**src/rtl/turnGuardPkg.sv**
```systemverilog
package turnGuardPkg;
  // Strobes from control to datapath; at most one acts per cycle, load first.
  typedef struct packed {
    logic load;    // reopen table from linkOk
    logic retire;  // close all pair turns, emit withdrawal
    logic dropEn;  // honour neighbour withdrawals
  } tgStrobe_t;
endpackage

```
**src/rtl/turnGuardPath.sv**
```systemverilog
module turnGuardPath
  import turnGuardPkg::*;
#(
  parameter int NPORT = 4,
  parameter int DEG_W = 3
) (
  input  logic                   clk,
  input  logic                   rstN,
  input  tgStrobe_t              strobe,
  input  logic [NPORT-1:0]       linkOk,
  input  logic [NPORT-1:0]       nbrWithdraw,
  input  logic [NPORT-1:0]       childMask,
  output logic [NPORT*NPORT-1:0] turnTable,
  output logic [NPORT-1:0]       validMask,
  output logic [DEG_W-1:0]       degree,
  output logic                   isLeaf,
  output logic [NPORT-1:0]       withdrawOut
);
  localparam int TBL_W = NPORT * NPORT;

  logic [NPORT-1:0] validReg;
  logic [TBL_W-1:0] tableReg;
  logic [NPORT-1:0] withdrawReg;
  logic [TBL_W-1:0] freshTable;
  logic [TBL_W-1:0] pairMask;
  logic [TBL_W-1:0] dropMask;
  logic [DEG_W-1:0] portHit [NPORT];

  // Per-entry masks: fresh open table, pair turns through this node, drops.
  for (genvar gi = 0; gi < NPORT; gi++) begin : gRow
    for (genvar go = 0; go < NPORT; go++) begin : gCol
      if (gi == go) begin : gUturn
        assign freshTable[gi*NPORT+go] = 1'b0;
        assign pairMask[gi*NPORT+go]   = 1'b0;
      end else begin : gTurn
        assign freshTable[gi*NPORT+go] = linkOk[gi] & linkOk[go];
        assign pairMask[gi*NPORT+go]   = validReg[gi] & validReg[go];
      end
      assign dropMask[gi*NPORT+go] = nbrWithdraw[gi] | nbrWithdraw[go];
    end
    // One comparator per port feeds the degree sum.
    assign portHit[gi] = (validReg[gi] == 1'b1) ? DEG_W'(1) : DEG_W'(0);
  end

  always_comb begin
    degree = '0;
    for (int p = 0; p < NPORT; p++) degree = degree + portHit[p];
  end

  assign isLeaf = ((childMask & validReg) == '0);

  always_ff @(posedge clk or negedge rstN) begin
    if (!rstN) begin
      validReg    <= '0;
      tableReg    <= '0;
      withdrawReg <= '0;
    end else begin
      withdrawReg <= '0;
      if (strobe.load) begin
        validReg <= linkOk;
        tableReg <= freshTable;
      end else if (strobe.retire) begin
        tableReg    <= tableReg & ~pairMask;
        withdrawReg <= validReg;
      end else if (strobe.dropEn) begin
        validReg <= validReg & ~nbrWithdraw;
        tableReg <= tableReg & ~dropMask;
      end
    end
  end

  assign turnTable   = tableReg;
  assign validMask   = validReg;
  assign withdrawOut = withdrawReg;
endmodule

```
**src/rtl/turnGuardCtrl.sv**
```systemverilog
module turnGuardCtrl
  import turnGuardPkg::*;
#(
  parameter int DEG_W   = 3,
  parameter int SIZE_W  = 8,
  parameter int LABEL_W = 6,
  parameter int MIN_DEG = 2
) (
  input  logic               clk,
  input  logic               rstN,
  input  logic               cfgStart,
  input  logic               iterPulse,
  input  logic [SIZE_W-1:0]  subgraphSize,
  input  logic               cutVertex,
  input  logic               isLeaf,
  input  logic [DEG_W-1:0]   degree,
  output tgStrobe_t          strobe,
  output logic               removed,
  output logic [LABEL_W-1:0] removeLabel,
  output logic               searchReq
);
  localparam logic [SIZE_W-1:0] STOP_SIZE = SIZE_W'(2);
  localparam logic [DEG_W-1:0]  MIN_D     = DEG_W'(MIN_DEG);

  logic [LABEL_W-1:0] iterCount;
  logic               removedReg;
  logic               accept;
  logic               pick;

  assign accept = iterPulse && !cfgStart && (subgraphSize > STOP_SIZE);
  assign pick   = accept && !removedReg &&
                  (isLeaf || (!cutVertex && degree == MIN_D));

  always_comb begin
    strobe.load   = cfgStart;
    strobe.retire = pick;
    strobe.dropEn = !cfgStart && !removedReg && !pick;
  end

  always_ff @(posedge clk or negedge rstN) begin
    if (!rstN) begin
      iterCount   <= '0;
      removedReg  <= 1'b0;
      removeLabel <= '0;
      searchReq   <= 1'b0;
    end else if (cfgStart) begin
      iterCount   <= '0;
      removedReg  <= 1'b0;
      removeLabel <= '0;
      searchReq   <= 1'b0;
    end else begin
      searchReq <= pick;
      if (accept) iterCount <= iterCount + LABEL_W'(1);
      if (pick) begin
        removedReg  <= 1'b1;
        removeLabel <= iterCount + LABEL_W'(1);
      end
    end
  end

  assign removed = removedReg;
endmodule

```
**src/rtl/turnGuard.sv**
```systemverilog
module turnGuard
  import turnGuardPkg::*;
#(
  parameter int NPORT   = 4,
  parameter int SIZE_W  = 8,
  parameter int LABEL_W = 6,
  parameter int MIN_DEG = 2,
  localparam int DEG_W  = $clog2(NPORT + 1),
  localparam int TBL_W  = NPORT * NPORT
) (
  input  logic               clk,
  input  logic               rstN,
  input  logic               cfgStart,
  input  logic [NPORT-1:0]   linkOk,
  input  logic [NPORT-1:0]   nbrWithdraw,
  input  logic [NPORT-1:0]   childMask,
  input  logic               cutVertex,
  input  logic [SIZE_W-1:0]  subgraphSize,
  input  logic               iterPulse,
  output logic [TBL_W-1:0]   turnTable,
  output logic [NPORT-1:0]   validMask,
  output logic [DEG_W-1:0]   degree,
  output logic [NPORT-1:0]   withdrawOut,
  output logic               searchReq,
  output logic               removed,
  output logic [LABEL_W-1:0] removeLabel
);
  tgStrobe_t strobe;
  logic      isLeaf;

  turnGuardCtrl #(
    .DEG_W(DEG_W), .SIZE_W(SIZE_W), .LABEL_W(LABEL_W), .MIN_DEG(MIN_DEG)
  ) uCtrl (
    .clk(clk), .rstN(rstN), .cfgStart(cfgStart), .iterPulse(iterPulse),
    .subgraphSize(subgraphSize), .cutVertex(cutVertex), .isLeaf(isLeaf),
    .degree(degree), .strobe(strobe), .removed(removed),
    .removeLabel(removeLabel), .searchReq(searchReq)
  );

  turnGuardPath #(.NPORT(NPORT), .DEG_W(DEG_W)) uPath (
    .clk(clk), .rstN(rstN), .strobe(strobe), .linkOk(linkOk),
    .nbrWithdraw(nbrWithdraw), .childMask(childMask), .turnTable(turnTable),
    .validMask(validMask), .degree(degree), .isLeaf(isLeaf),
    .withdrawOut(withdrawOut)
  );
endmodule

```
**config.mk**
```make
export PLATFORM = sky130hd
export DESIGN_NAME = turnGuard
export DESIGN_NICKNAME = d
export VERILOG_FILES = /design/src/rtl/turnGuardPkg.sv /design/src/rtl/turnGuardPath.sv /design/src/rtl/turnGuardCtrl.sv /design/src/rtl/turnGuard.sv
export SDC_FILE = /design/constraint.sdc
export NUM_CORES = 1
export LEC_CHECK = 0
export BUFFER_PORTS_ARGS = -buffer_cell sky130_fd_sc_hd__clkbuf_2
export CORE_MARGIN = 8
export CORE_UTILIZATION = 50
export CTS_BUF_LIST = sky130_fd_sc_hd__clkbuf_4 sky130_fd_sc_hd__clkbuf_8
export DETAILED_ROUTE_END_ITERATION = 8
export GPL_ROUTABILITY_DRIVEN = 0
export GPL_TIMING_DRIVEN = 0
export HOLD_SLACK_MARGIN = 0.03
export PLACE_DENSITY = 0.79
export SLEW_MARGIN = 5
export SYNTH_ARGS = -nofsm -noshare
export SYNTH_HDL_FRONTEND = slang
export SYNTH_HIERARCHICAL = 1
export SYNTH_SLANG_ARGS = --single-unit
```
**constraint.sdc**
```tcl
create_clock -name clk -period 8.1 [get_ports clk]
set_input_delay 1.62 -clock clk [delete_from_list [all_inputs] [get_ports clk]]
set_output_delay 1.62 -clock clk [all_outputs]
set_load 0.03 [all_outputs]
```
==> results.txt, run 1 <==
The fraction of final layout cells sized beyond drive strength 1 came out at 0.3568. The flow ran to the end, and the final reports show no timing, DRC or antenna violations. The leading cell type in the layout, fill and taps excluded is sky130_fd_sc_hd__clkbuf_2. Along the worst path, the maximum fanout reaches 9. The die extent in y is 77.02 µm. From left edge to right edge, the die measures 77.02 µm. The setup path with the least slack is of type input pin to flip-flop. In the routed layout, each cell is associated on average with a via count of 5.239. The number of remaining DRC errors came out at 0. The largest net degree at the start of global routing is 39. The static leakage power is 1.157 nW. The number of clock sinks seen by CTS is 38. The worst path required time is 8270 ps. The switching part of the total power came out at 0.3271. The final period demand of the worst path came out at 3756 ps. Across the routed clock network, the largest skew measured is approximately 3.4 ps. In this run the critical register-to-register path is launched from uPath/validMask[0]$_DFFE_PN0P_.

The half-perimeter wire length after placement is 3252 µm. The register-to-register setup slack is roughly 4500 ps. The setup total negative slack came out at 0 ps. The clock network fraction of total power came out at 0.266. For this block, the via count after detailed routing is between 1500 and 2000. Once the clock tree was built, the setup fixing pass inserted 0 buffers. The initial utilization of the core area, before any placement, comes to 0.5124. The count of TritonRoute iterations in the first routing pass is 4. The area after detailed placement came out at 2217 µm². The CTS H-tree depth is 2. The clock root buffer is sky130_fd_sc_hd__clkbuf_8. The detailed router finished its first iteration with 72 violations.

The period utilization came out at 0.4637. The port buffer count is 59. The aggregate global-route resource usage came out at 0.1437. The number of buffers created by CTS is 5.

The remaining antenna violation count is 0. After synthesis, the mean cell area works out to 10.64 µm². The number of antenna violations at the first check in global routing is 0. The number of flops mapped to enable cells by yosys is 0. The post-CTS resize count is 0.

In this run the critical register-to-register path is captured at uPath/turnTable[11]$_DFFE_PN0P_. The power density normalized to cell area came out at between 150 and 200 nW/µm². The min-delay analysis places its worst path in the category flip-flop to flip-flop. The worst hold path begins at uPath/turnTable[15]$_DFFE_PN0P_. The depth of the most critical reg-to-reg path is 13.

The worst setup path is captured at a flip-flop. The floorplan step defined a die boundary enclosing between 5000 and 6000 µm². TritonCTS built the clock tree. The hold-critical path depth is 1. The average wire per standard cell came out at roughly 14 µm. In the synthesized netlist, the number of instances is 175. The post-cts hold buffer count is 0.

The yosys synthesis warning count came out at 6. At the pin with the least slew margin, the transition time is 893.0 ps. The via count of the first global-routing pass is around 1600. The clock passes through at most 2 buffers. The total wire length came out at 4131 µm. The number of distinct library cell variants in the gate-level netlist after synthesis came out at 39. For this run, the register share of the synthesized area comes to 0.5108. Synthesis produced a netlist with a net count of 205. Headroom to the max-slew limit came out at 0.4046. Leaving out fill and tap cells, the most frequent cells in the layout are sky130_fd_sc_hd__clkbuf_2, sky130_fd_sc_hd__dfrtp_1, sky130_fd_sc_hd__inv_1. The number of hold-slack violations in the final timing report was 0. The clock insertion delay at the later pin of the skew report came out at about 280 ps. The standard-cell row count came out at 22.

The reported max-cap violation count came out at 0. The analysis attributes to net switching a power of 145.3 µW. The layout net count is 271. Compared with the post-synthesis result, the final layout area differs by 23.32%. The region available for standard cell placement spans 3633 µm².

The area of the mapped netlist came out at 1862 µm². Summed over all layers, the global routing overflow is 0. The fraction of power consumed by combinational cells is 0.255.

Setup violations remaining at the end of the flow were counted as 0. The first-pass GRT wire length came out at 7072 µm. The I/O pin count is 60. The clock slew at the register clock pins of the worst setup and hold paths came out at ~70 ps.

The worst setup path is launched from an input pin. For hold timing, the worst endpoint is uPath/turnTable[15]$_DFFE_PN0P_. The final count of pins violating max slew came out at 0.

The power consumption is 444.2 µW. The count of state elements after synthesis came out at 38. Summing all non-filler instances in the final layout gives an area of 2296 µm². The internal portion of the total power is roughly 300 µW. The part of the total power dissipated in sequential elements came out at 0.479. The antenna diode count is 0. The top achievable clock speed came out at 0.2662 GHz. The highest ir drop seen on vdd came out at 0.08978 mV.

Setup repair after global routing left no endpoint under its margin. The signal arrival time at the worst endpoint is 3930 ps. The fraction of synthesis flops using an asynchronous set or reset pin came out at 1.000. Among all flip-flop cells after synthesis, the most frequent one is sky130_fd_sc_hd__dfrtp_1.
layer usage:
layer | vias to the layer above | wire [µm] | part of all wire | track usage
met5 | - | 0 | 0 | 0
met4 | 0 | 40 | 0.0097 | 0.03962
met3 | 4 | 307 | 0.074 | 0.06294
met2 | 45 | 2021 | 0.49 | 0.2489
met1 | 722 | 1762 | 0.43 | 0.1553
li1 | 743 | - | - | -
sequential cells by signal (all words and copies together), names as in the netlist:
register and flops:
uCtrl/iterCount 6, uCtrl/removeLabel 6, uCtrl/removed 1, uCtrl/searchReq 1, uPath/turnTable 16, uPath/validMask 4, uPath/withdrawOut 4
worst max-delay path: stages:
cell and delay (ps):
sky130_fd_sc_hd__clkbuf_2 80, sky130_fd_sc_hd__or4_4 550, sky130_fd_sc_hd__o21a_1 200, sky130_fd_sc_hd__buf_6 140, sky130_fd_sc_hd__and2_4 130, sky130_fd_sc_hd__buf_6 130
sky130_fd_sc_hd__nor3_1 440, sky130_fd_sc_hd__o21ai_0 180, sky130_fd_sc_hd__a22o_1 240, sky130_fd_sc_hd__a32o_1 220
kinds of logic after synthesis:
family,Yosys count,share of synthesized area
AOI/OAI and AO/OA,49,0.1788
xor gates and xnor gates,8,0.03763
adders and majority gates,5,0.03764
buffers and inverters,25,0.07258
DFF,38,0.5108
muxes,1,0.005377
and+or+nand+nor,49,0.1573
power by group through the flow:
stage | Sequential [mW] | Combinational [mW] | Clock, mW
final | 0.213 | 0.113 | 0.118
after global routing | 0.214 | 0.124 | 0.131
after CTS | 0.213 | 0.115 | 0.123
after detailed placement | 0.217 | 0.115 | 0
after global placement | 0.216 | 0.113 | 0
after floorplan | 0.238 | 0.0553 | 0
worst max-delay path by stage:
stage                                      end            start  slack, ps
2_1_floorplan  uPath/turnTable[11]$_DFFE_PN0P_  subgraphSize[7]       4310
3_3_place_gp   uPath/turnTable[11]$_DFFE_PN0P_  subgraphSize[7]       4040
3_5_place_dp   uPath/turnTable[11]$_DFFE_PN0P_  subgraphSize[7]       4030
4_1_cts        uPath/turnTable[11]$_DFFE_PN0P_  subgraphSize[7]       4330
5_1_grt        uPath/turnTable[11]$_DFFE_PN0P_  subgraphSize[7]       4140
6_report       uPath/turnTable[11]$_DFFE_PN0P_  subgraphSize[7]       4340
metrics by stage:
step	worst slack (ps)	cells	hold slack, ps	utilization
after floorplan	4315	175	490.3	-
after global placement	4044	282	472.1	0.6102
after detailed placement	4032	282	475.4	0.6102
after CTS	4332	289	495.4	0.6319
after global routing	4143	289	515.1	0.6319
final	4344	289	488.3	0.6319
cell usage after synthesis, types with 3 or more instances:
cell | number | area share
sky130_fd_sc_hd__nor2_1 | 7 | 0.014
sky130_fd_sc_hd__dfrtp_1 | 38 | 0.51
sky130_fd_sc_hd__a211oi_2 | 4 | 0.027
sky130_fd_sc_hd__xnor2_1 | 4 | 0.019
sky130_fd_sc_hd__buf_4 | 3 | 0.012
sky130_fd_sc_hd__buf_6 | 4 | 0.024
sky130_fd_sc_hd__a31oi_1 | 4 | 0.013
sky130_fd_sc_hd__nand2_1 | 7 | 0.014
sky130_fd_sc_hd__o21ai_1 | 9 | 0.024
sky130_fd_sc_hd__a21oi_1 | 10 | 0.027
sky130_fd_sc_hd__and3_1 | 3 | 0.010
sky130_fd_sc_hd__nand3_1 | 11 | 0.030
sky130_fd_sc_hd__inv_1 | 16 | 0.032
sky130_fd_sc_hd__xor2_1 | 4 | 0.019
sky130_fd_sc_hd__o21ai_0 | 7 | 0.019
sky130_fd_sc_hd__a22o_1 | 5 | 0.024
sky130_fd_sc_hd__and2_1 | 8 | 0.027
sky130_fd_sc_hd__o211ai_1 | 3 | 0.012
sky130_fd_sc_hd__ha_1 | 4 | 0.027
cell type report:
class	count	area (µm²)
Buffer	8	71.32
Clock buffer	5	68.82
Clock inverter	2	10.01
Fill cell	343	1338
Inverter	17	63.81
Multi-Input combinational cell	112	775.7
Sequential cell	38	950.9
Tap cell	48	60.06
Timing Repair Buffer	59	295.3
(Power assumes the default switching activity.)
==> run 2: changes to the inputs <==
Settings changed: CORE_UTILIZATION 50 to 47, PLACE_DENSITY 0.79 to 0.78.
Clock period 8.1 ns to 3.41 ns, I/O delays scaled along.
==> results.txt, run 2 (synthesized netlist as in run 1, its figures left out) <==
The flow ran to the end, and the final reports show no timing, DRC or antenna violations. The half-perimeter wire length after placement is 3294 µm. The overall via count from detail_route is between 1500 and 2000. The internal power is 830.0 µW. The power density normalized to cell area came out at just under 500 nW/µm². For this run, the post-layout net count is between 200 and 300. In the layout the commonest cells are sky130_fd_sc_hd__clkbuf_2, sky130_fd_sc_hd__dfrtp_1, sky130_fd_sc_hd__inv_1.

Once placement completed, the tool counted placed cells totaling roughly 280. The first-pass GRT wire length is 7134 µm. The analysis attributes to cell leakage a power of approximately 1.2 nW.

The final worst-path setup slack came out at 187.7 ps. The final setup violation count is 0. Setup repair after global routing left no endpoint under its margin. TritonCTS built the clock tree. For this block, the routed nets add up to 4425 µm of wire. During placement, the flow inserted port buffers numbering 59.

The transition time at the pin with the least slew margin came out at slightly above 900 ps. The period utilization is 0.9449. The startpoint-to-endpoint class of the critical path is flip-flop to flip-flop.

The tool flagged a number of max-cap violations equal to 0. The power dissipated by switching net loads is 362.2 µW. The global-route congestion overflow total came out at 0. The via count of the first global-routing pass came out at 1534. The aggregate global-route resource usage came out at 0.1440.

STA classifies the critical path startpoint as a flip-flop. Of the total power, the share spent switching nets is 0.3038. The signal arrival time at the worst endpoint came out at between 3000 and 4000 ps. The worst slew slack as a fraction of its limit came out at 0.3845.

Clock latency on the worst-skew pair, taken at its later pin, is slightly below 300 ps. The number of remaining DRC errors is 0. The number of antenna violations at the first check in global routing came out at 0.

For this design, the CTS-stage hold fixing added 0 buffers. The fraction of power consumed by combinational cells came out at 0.240. The part of the total power dissipated in sequential elements came out at 0.423. The horizontal die dimension is 78.94 µm. The worst path required time came out at ~3600 ps. The clock network fraction of total power came out at 0.337. The overall die area came out at 6232 µm². The area added between synthesis and finish came out at 28.96%. The I/O pin count is 60. The clock net in this run drives a total of 38 sinks. The area of the placeable core came out at 3914 µm². The final count of pins violating max slew was 0. The met3 usage is 0.06208.

The met2 global-route usage came out at 0.2353. Adding up every negative setup slack in the final design gives 0 ps. The maximum fanout encountered on the critical timing path is 9. For this configuration, the core starts out at a cell density of 0.4757.

For this run, global-route usage on met1 was measured as 0.1652. Entering global routing, the biggest net connects 39 pins. The worst hold path class is flip-flop to flip-flop. The highest ir drop seen on vdd is 0.2942 mV. After the first detailed-routing iteration, the DRC count stood at 130. The antenna diode count came out at 0. In this run the remaining antenna-violating nets after routing total 0.

The worst path in the final design needs a cycle of around 3200 ps, including I/O delays and setup. The clock passes through at most 2 buffers. The CTS H-tree depth is 2. The number of fill cells in the layout came out at roughly 340. The count of TritonRoute iterations in the first routing pass is 4. The number of buffers created by CTS came out at 5. Clock tree synthesis selected as its root buffer the cell sky130_fd_sc_hd__clkbuf_8.

The die extent in y is between 70 and 80 µm. The register-to-register setup slack came out at 190 ps. Between clock sinks in the finished design, the worst skew comes to 13.53 ps.

The final instance count without filler cells came out at 298. The layer with the highest usage is met2. The pre-CTS setup slack came out at 70.41 ps. The number of hold-slack violations in the final timing report came out at 0. The clock slew at the register clock pins of the worst setup and hold paths came out at 80 ps. The fraction of final layout cells sized beyond drive strength 1 is 0.3992. In the final routed layout, each cell accounts on average for 14.85 µm. The standard-cell row count came out at 23. The post-detailed-route via-to-cell ratio is 5.245. The register with the most flip-flops in the layout has 16 of them. Leaving out fill and tap cells, the most frequent cell in the layout is sky130_fd_sc_hd__clkbuf_2. Static timing analysis puts the maximum clock frequency at 0.3103 GHz. STA classifies the critical path endpoint as a flip-flop.
-- run 2: cell count changes in the layout (fill, tap and decap cells not counted), sizes merged --
cell	before	now
clkinv	2	0
clkbuf	65	67
buf	7	13
bufinv	0	1
-- run 2: timing repair --
action	CTS	global route
gates resized for setup	0	4
setup buffers	0	6
setup endpoints to repair	0	16
-- run 2: per-layer routing --
layer	wire length [µm]	part of all wire
met1	1870	0.42
met2	2149	0.49
met3	381	0.086
met4	24	0.0054
met5	0	0
-- run 2: cell type report --
type	instances	area, µm²	share of cell area
clock inverter	1	30.03	0.01251
multi-input combinational	112	788.3	0.3283
tap	50	62.56	0.02606
clock buffer	7	90.09	0.03752
inverter	17	63.81	0.02658
sequential	38	954.7	0.3976
buffer	8	71.32	0.02970
timing repair buffer	65	340.3	0.1417
-- run 2: final timing paths --
kind / from / endpoint / cells after the start
worst max-delay path: uPath/validMask[0]$_DFFE_PN0P_ / uPath/turnTable[11]$_DFFE_PN0P_ / 13
worst min register to register: uPath/turnTable[5]$_DFFE_PN0P_ / uPath/turnTable[5]$_DFFE_PN0P_ / 1
min in group asynchronous: rstN / uPath/turnTable[13]$_DFFE_PN0P_ / 1
worst max register to register: uPath/validMask[0]$_DFFE_PN0P_ / uPath/turnTable[11]$_DFFE_PN0P_ / 13
max in group asynchronous: rstN / uPath/validMask[3]$_DFFE_PN0P_ / 1
worst min-delay path: uPath/turnTable[5]$_DFFE_PN0P_ / uPath/turnTable[5]$_DFFE_PN0P_ / 1
-- run 2: critical path: stages (launching register included) --
cell and delay [ps]:
sky130_fd_sc_hd__dfrtp_2 420, sky130_fd_sc_hd__inv_1 80, sky130_fd_sc_hd__fa_1 540, sky130_fd_sc_hd__inv_1 40, sky130_fd_sc_hd__ha_1 170, sky130_fd_sc_hd__ha_1 280
sky130_fd_sc_hd__nor4b_1 150, sky130_fd_sc_hd__o21a_2 240, sky130_fd_sc_hd__and2_4 170, sky130_fd_sc_hd__buf_6 130, sky130_fd_sc_hd__nor3_2 280, sky130_fd_sc_hd__o21ai_0 150
sky130_fd_sc_hd__a22o_1 220, sky130_fd_sc_hd__a32o_1 210
-- run 2: power groups by stage --
stage                     combinational (mW)  clock, mW  sequential (mW)
final                                  0.287      0.401            0.504
after global placement                 0.268          0            0.514
after global routing                   0.312      0.425            0.510
after detailed placement               0.273          0            0.515
after floorplan                        0.132          0            0.566
after CTS                              0.274      0.409            0.506
-- run 2: metrics by stage --
step,power [mW],hold slack (ps),utilization,area (µm²)
detailed placement,0.7884,476.0,0.5687,2226
finish,1.192,487.1,0.6135,2401
global route,1.246,519.1,0.6135,2401
global placement,0.7820,469.6,0.5687,2226
CTS,1.190,494.4,0.5994,2346
floorplan,0.6979,386.4,-,1868
